## config.mk

```make
export PLATFORM = sky130hd
export DESIGN_NAME = ldst_agu
export DESIGN_NICKNAME = d
export VERILOG_FILES = /design/src/rtl/ldst_agu.sv
export SDC_FILE = /design/constraint.sdc
export NUM_CORES = 1
export LEC_CHECK = 0
export BUFFER_PORTS_ARGS = -buffer_cell sky130_fd_sc_hd__buf_2
export CORE_ASPECT_RATIO = 1.75
export CORE_MARGIN = 3
export CORE_UTILIZATION = 50
export CTS_CLUSTER_DIAMETER = 80
export DETAILED_ROUTE_END_ITERATION = 8
export HOLD_SLACK_MARGIN = 0.02
export PLACE_DENSITY = 0.74
export SETUP_SLACK_MARGIN = 0.15
export SYNTH_ARGS = -nofsm -noshare
export SYNTH_HDL_FRONTEND = slang
export SYNTH_SLANG_ARGS = --single-unit
```

## constraint.sdc

```tcl
create_clock -name clk -period 4.6 [get_ports clk]
set_input_delay 0.92 -clock clk [delete_from_list [all_inputs] [get_ports clk]]
set_output_delay 0.92 -clock clk [all_outputs]
set_load 0.005 [all_outputs]
```

## src/rtl/ldst_agu.sv

```systemverilog
module ldst_agu #(
  parameter int AW = 16,
  parameter int DW = 16,
  parameter int RW = 4,
  parameter int SP = 15
) (
  input  logic          clk,
  input  logic          rst_n,
  input  logic          req_valid,
  input  logic          req_dbl,
  input  logic          req_store,
  input  logic [2:0]    req_mode,
  input  logic [AW-1:0] base_val,
  input  logic [RW-1:0] base_idx,
  input  logic [AW-1:0] disp_val,
  input  logic [RW-1:0] data_idx,
  input  logic [DW-1:0] st_lo,
  input  logic [DW-1:0] st_hi,
  output logic          busy,
  output logic          mem_valid,
  input  logic          mem_ready,
  output logic          mem_we,
  output logic [AW-1:0] mem_addr,
  output logic [DW-1:0] mem_wdata,
  input  logic          mem_rsp_valid,
  input  logic [DW-1:0] mem_rdata,
  output logic          rf_we,
  output logic [RW-1:0] rf_idx,
  output logic [DW-1:0] rf_data,
  output logic          wb_we,
  output logic [RW-1:0] wb_idx,
  output logic [AW-1:0] wb_data,
  output logic          exc_bus,
  output logic          exc_ill,
  output logic          hold_pc
);

  typedef enum logic [1:0] {S_IDLE, S_REQ, S_RSP} st_t;

  st_t           st_q;
  logic          beat_q, dbl_q, store_q, wbe_q;
  logic [AW-1:0] ea_q, nb_q;
  logic [RW-1:0] didx_q, bidx_q;
  logic [DW-1:0] lo_q, hi_q;

  logic [AW-1:0] step, ea_c, nb_c;
  logic          ill_c, bus_c, ovl_c, wbe_c, accept, last, rsp_fire;

  assign step = req_dbl ? AW'(4) : AW'(2);

  always_comb begin
    ea_c = base_val;
    nb_c = base_val;
    case (req_mode)
      3'd1: ea_c = base_val + disp_val;
      3'd2: ea_c = disp_val;
      3'd3: nb_c = base_val + step;
      3'd4: nb_c = base_val - step;
      3'd5: begin
        ea_c = base_val - step;
        nb_c = base_val - step;
      end
      default: ;
    endcase
  end

  assign ill_c = (req_mode > 3'd5)
              || (req_mode == 3'd5 && (!req_store || base_idx != RW'(SP)))
              || (req_mode == 3'd4 && req_store && base_idx == RW'(SP));
  assign bus_c = !ill_c && ea_c[0];
  assign ovl_c = !req_store && (req_dbl ? data_idx[RW-1:1] == base_idx[RW-1:1]
                                        : data_idx == base_idx);
  assign wbe_c = (req_mode >= 3'd3) && !ovl_c;

  assign accept   = req_valid && !busy;
  assign last     = !dbl_q || beat_q;
  assign rsp_fire = (st_q == S_RSP) && mem_rsp_valid;

  always_ff @(posedge clk or negedge rst_n) begin
    if (!rst_n) begin
      st_q    <= S_IDLE;
      beat_q  <= 1'b0;
      dbl_q   <= 1'b0;
      store_q <= 1'b0;
      wbe_q   <= 1'b0;
      ea_q    <= '0;
      nb_q    <= '0;
      didx_q  <= '0;
      bidx_q  <= '0;
      lo_q    <= '0;
      hi_q    <= '0;
      exc_bus <= 1'b0;
      exc_ill <= 1'b0;
    end else begin
      exc_bus <= accept && bus_c;
      exc_ill <= accept && ill_c;
      case (st_q)
        S_IDLE: if (accept && !ill_c && !bus_c) begin
          st_q    <= S_REQ;
          beat_q  <= 1'b0;
          dbl_q   <= req_dbl;
          store_q <= req_store;
          wbe_q   <= wbe_c;
          ea_q    <= ea_c;
          nb_q    <= nb_c;
          didx_q  <= req_dbl ? {data_idx[RW-1:1], 1'b0} : data_idx;
          bidx_q  <= base_idx;
          lo_q    <= st_lo;
          hi_q    <= st_hi;
        end
        S_REQ: if (mem_ready) st_q <= S_RSP;
        S_RSP: if (mem_rsp_valid) begin
          if (last) st_q <= S_IDLE;
          else begin
            st_q   <= S_REQ;
            beat_q <= 1'b1;
          end
        end
        default: st_q <= S_IDLE;
      endcase
    end
  end

  assign hold_pc   = exc_bus;
  assign busy      = st_q != S_IDLE;
  assign mem_valid = st_q == S_REQ;
  assign mem_we    = store_q;
  assign mem_addr  = beat_q ? ea_q + AW'(2) : ea_q;
  assign mem_wdata = beat_q ? hi_q : lo_q;

  assign rf_we   = rsp_fire && !store_q;
  assign rf_idx  = didx_q | RW'(beat_q);
  assign rf_data = mem_rdata;
  assign wb_we   = rsp_fire && last && wbe_q;
  assign wb_idx  = bidx_q;
  assign wb_data = nb_q;

  p_even_addr_r4: assert property (@(posedge clk) disable iff (!rst_n)
    mem_valid |-> !mem_addr[0]);
  p_fault_quiet_r4: assert property (@(posedge clk) disable iff (!rst_n)
    exc_bus |-> !busy && !mem_valid && !rf_we && !wb_we && !exc_ill);
  p_ill_quiet_r5: assert property (@(posedge clk) disable iff (!rst_n)
    exc_ill |-> !busy && !mem_valid && !rf_we && !wb_we);
  p_wb_final_r2: assert property (@(posedge clk) disable iff (!rst_n)
    wb_we |-> mem_rsp_valid && busy);
  p_busy_cover_r9: assert property (@(posedge clk) disable iff (!rst_n)
    (mem_valid || rf_we || wb_we) |-> busy);
  p_req_stable_r10: assert property (@(posedge clk) disable iff (!rst_n)
    mem_valid && !mem_ready |=> mem_valid && $stable(mem_addr)
                                && $stable(mem_we) && $stable(mem_wdata));

endmodule

```

Word level (Yosys, flattened, before mapping)
Cells that the tools add are included.
- register bits after elaboration: 80
- latch bits: 0
- bits in writable memories: 0
- ROM bits: 0
- bits of input ports: 98
- memories kept: 0
- add/subtract/negate cells: 4
- multipliers: 0
- divide/modulo/power cells: 0
- $lt $le $gt $ge: 2
- equal/unequal tests: 15
- shifts and indexed selects: 0
- mux-type cells: 16
- bitwise operators: 1
- reduce and logical (&&, ||, !) cells: 33
- operator list (kind ; number):
    one-hot mux 16 bit (3 select lines) ; 1
    two-way mux 16 bit ; 2
    one-hot mux 16 bit (2 select lines) ; 1
    adder 16 bit ; 1
    adder 16 x 2 -> 16 bit, second input constant ; 1
    adder 16 x 3 -> 16 bit ; 1
    subtractor 16 x 3 -> 16 bit ; 1
    logical AND 1 bit ; 15
    logical NOT 1 bit ; 7
    == test 3 x 2 -> 1 bit, second input constant ; 2
    == test 3 bit, second input constant ; 2
    two-way mux 1 bit ; 6
    two-way mux 2 bit ; 3
    != test 2 bit, second input constant ; 3
    one-hot mux 2 bit (3 select lines) ; 1
    == test 4 bit ; 1
    == test 4 bit, second input constant ; 1
    logical OR 1 bit ; 4
    != test 4 bit, second input constant ; 1
    bitwise OR 4 x 1 -> 4 bit ; 1
    AND reduction 4 bit ; 1
    nonzero test 2 bit ; 2
    == test 3 x 1 -> 1 bit, second input constant ; 1
    == test 3 bit ; 1
    other kinds (11) ; 11

Logic depth before layout (Yosys ltp)
- depth after elaboration: 11
- gate-level depth with buffers: 9

Least setup slack after synthesis
No wires, ideal clock.
- path type: input to register
- start point: input req_dbl
- end point: register ea_q[11]
- setup time: 99 ps
- arrival time: 2849 ps
- required time: 4501 ps
- slack: 1651 ps
- cell stages on the path: 9
- path buffers: 0
- path through: inv_1 > ha_1 > fa_1 > or4b_4 > or3_1 > nor3_2 > xor2_1 > o21ai_0 > a311oi_1
- longest elaborated chain between the ends: 3
- RTL lines (element ; RTL line ; text):
    start: declaration ; 10 ; input logic req_dbl,
    two-way mux 3 bit ; 49 ; assign step = req_dbl ? AW'(4) : AW'(2);
    subtractor 16 x 3 -> 16 bit ; 60 ; ea_c = base_val - step;
    one-hot mux 16 bit (3 select lines) ; 54 ; case (req_mode)
    end signal: assignment ; 86 ; ea_q <= '0;
    end signal: assignment ; 104 ; ea_q <= ea_c;
    end: declaration ; 42 ; logic [AW-1:0] ea_q, nb_q;
Every way passes these cells.
A chain may end at the register's enable or synchronous reset.

Final worst setup path
Ends and elaborated chain as after synthesis.

==> qor.csv <==
metric,value,unit
multi_input_area,3352,sq um
worstPathArrival,3.39,ns
worstSetupStartpointType,primary input,
min_period_over_period,0.6870,
netlist_area,5748,sq um
final_util,0.5936,
drt_iter0_drc,312,
worst_pin_slew,1.022,ns
syn_avg_cell_area,8.084,sq um
power_density,491.5,nW/um^2
stdcell_area,6629,sq um
grt_pass1_wl,27.59,mm
fin_hold_ws,0.4683,ns
cpPeakStageDelay,0.52,ns
cts_tree,yes,
initial_core_util,0.5147,
n_antenna_cell,0,
hpwl,13.30,mm
viasPerCell,5.915,
dr.pass1.iters,5,
synth_ff_type,dfrtp_1,
grt_pass1_vias,5662,
cts.sinks,80,
clkSlewWorstSetupHoldPaths,0.06,ns
p_leak,3.201,nW
cts-resized-gates,0,
finalMaxSlewViolations,0,
grt_overflow,0,
antenna_found_initial,0,
peakVddDrop,0.0004104,V
wirelength,17.25,mm
path_class,in2reg,
synthToLayoutAreaGrowth,15.32,%
grt_max_degree,81,
wl_per_cell,18.24,um
fin_ws,1.440,ns
final.min_clock_period,3.160,ns
preCtsSetupSlack,1.184,ns
ant_nets,0,
cts-root-buf,clkbuf_16,
async_reset_ff_frac,1.000,
grt_use_total,0.2691,
end_kind,register,
hold_class,reg2reg,
fp.dieW,87.05,um
hold_viol_final,0,
post_dp_cell_area,6330,sq um
syn_nets,832,
nNetsFinal,931,
fmax,316.4,MHz
clockBufferDepth,2,
netlist_instances,711,
crit_slowest_cell,or4b_4,
slew_headroom,0.3186,
globalplace.congestion,0.9224,
die_area,12870,sq um
path_cells,buf_2 > inv_1 > ha_1 > fa_1 > or4b_4 > or3_1 > nor3_2 > xor2_1 > o21ai_0 > a311oi_1,
fin_skew,0.005112,ns
drc,0,
fp-row-count,51,
cts_buffers,9,
synth_edf_count,0,
synth_seq_area_share,0.3483,
yosys_warnings,0,
ys_types,68,
fin_tns_setup,0,ns
cts_setup_buffers,0,
clk_latency,0.33,ns
num_vias,5596,
port_buffers,145,
status,finished clean,
cts_hold_buf,0,
finalSetupViolCount,0,
drive_above_1_share,0.2457,
crit_fanout,5,
htreeDepth,3,
die_h,147.8,um
regArea,2002,sq um
core,11170,sq um
cap_violations,0,
rsz0062_at_grt,false,
fill_cells,1021,
ys_ff_latch,80,
crit_required,4.83,ns
pin_count,178,
-- through the flow --
| stage | instances | power, mW |
|---|---|---|
| floorplan | 711 | 2.003 |
| CTS | 946 | 3.282 |
| detailed placement | 931 | 2.553 |
| global placement | 931 | 2.501 |
| finish | 946 | 3.258 |
| global route | 946 | 3.497 |
-- per-layer routing --
| layer | vias up | GRT usage | wire, um |
|---|---|---|---|
| met1 | 2646 | 0.3049 | 6441 |
| li1 | 2669 | - | - |
| met2 | 234 | 0.4848 | 9087 |
| met4 | 0 | 0.1264 | 684 |
| met3 | 47 | 0.03514 | 1040 |
| met5 | - | 0 | 0 |
-- layout make-up --
| class | instances | share of cell area |
|---|---|---|
| repair buffers | 151 | 0.1166 |
| clock inverters | 2 | 0.005851 |
| inverters | 10 | 0.005663 |
| clock buffers | 13 | 0.03926 |
| flip-flops and latches | 80 | 0.3020 |
| multi-input cells | 558 | 0.5057 |
| well taps | 132 | 0.02491 |
-- registers in the layout, summed over array words and instances (netlist names), 2 cells and up --
register	flops
ea_q	16
hi_q	16
lo_q	16
wb_data	16
didx_q	4
wb_idx	4
st_q	2
-- where the power goes --
group	switching [mW]	internal (mW)	total (mW)
clock	0.270	0.448	0.718
sequential	0.237	1.03	1.26
combinational	0.682	0.594	1.28
total	1.19	2.07	3.26
-- cells in the final DEF, fill, tap and decap left out, drive strengths merged, types with 9 or more instances in the layout --
master  Yosys  final
nor3       14     14
a31oi      15     15
clkbuf     30     13
nor2       37     37
xnor2      21     21
and3        9      9
nand3      11     11
dfrtp      80     80
mux2       17     17
ha         20     20
nand2     180    180
buf        33    151
a21oi      29     29
xor2       23     23
inv        10     10
o21ai      67     67
-- worst max-delay path: cells and delay by family --
family,cells,cell delay [ns]
AND/OR/NAND/NOR,3,1.09
adder cells (fa/ha/maj),2,0.48
AO/OA/AOI/OAI,2,0.39
buffers and inverters,2,0.35
XOR/XNOR,1,0.15
-- worst paths after layout --
check | cells past startpoint | start | slack, ns | to
min in group asynchronous | 1 | rst_n | 0.75 | lo_q[12]
worst min register to register | 2 | wb_data[0] | 0.47 | wb_data[0]
worst max register to register | 7 | st_q[1] | 2.41 | lo_q[11]
worst max-delay path | 10 | req_dbl | 1.44 | ea_q[11]
worst min-delay path | 2 | wb_data[0] | 0.47 | wb_data[0]
max in group asynchronous | 1 | rst_n | 3.18 | ea_q[8]
-- cell families after synthesis --
kind of cell / share of synthesized area
simple gates: 0.2418
compound gates: 0.1809
mux: 0.03505
flops: 0.3483
xor+xnor: 0.06704
fa+ha+maj: 0.05398
buf+inv: 0.07292
-- Yosys cell counts, types with 15 or more instances --
cell / number / area [sq um]
a21oi_1: 29 / 145.1
a31oi_1: 15 / 93.84
buf_4: 23 / 172.7
clkbuf_1: 30 / 112.6
dfrtp_1: 80 / 2002
ha_1: 20 / 250.2
mux2_2: 17 / 191.4
nand2_1: 180 / 675.7
nor2_1: 37 / 138.9
o21ai_0: 66 / 330.3
xnor2_1: 21 / 183.9
xor2_1: 23 / 201.4
Power figures use the tool's default switching activity.
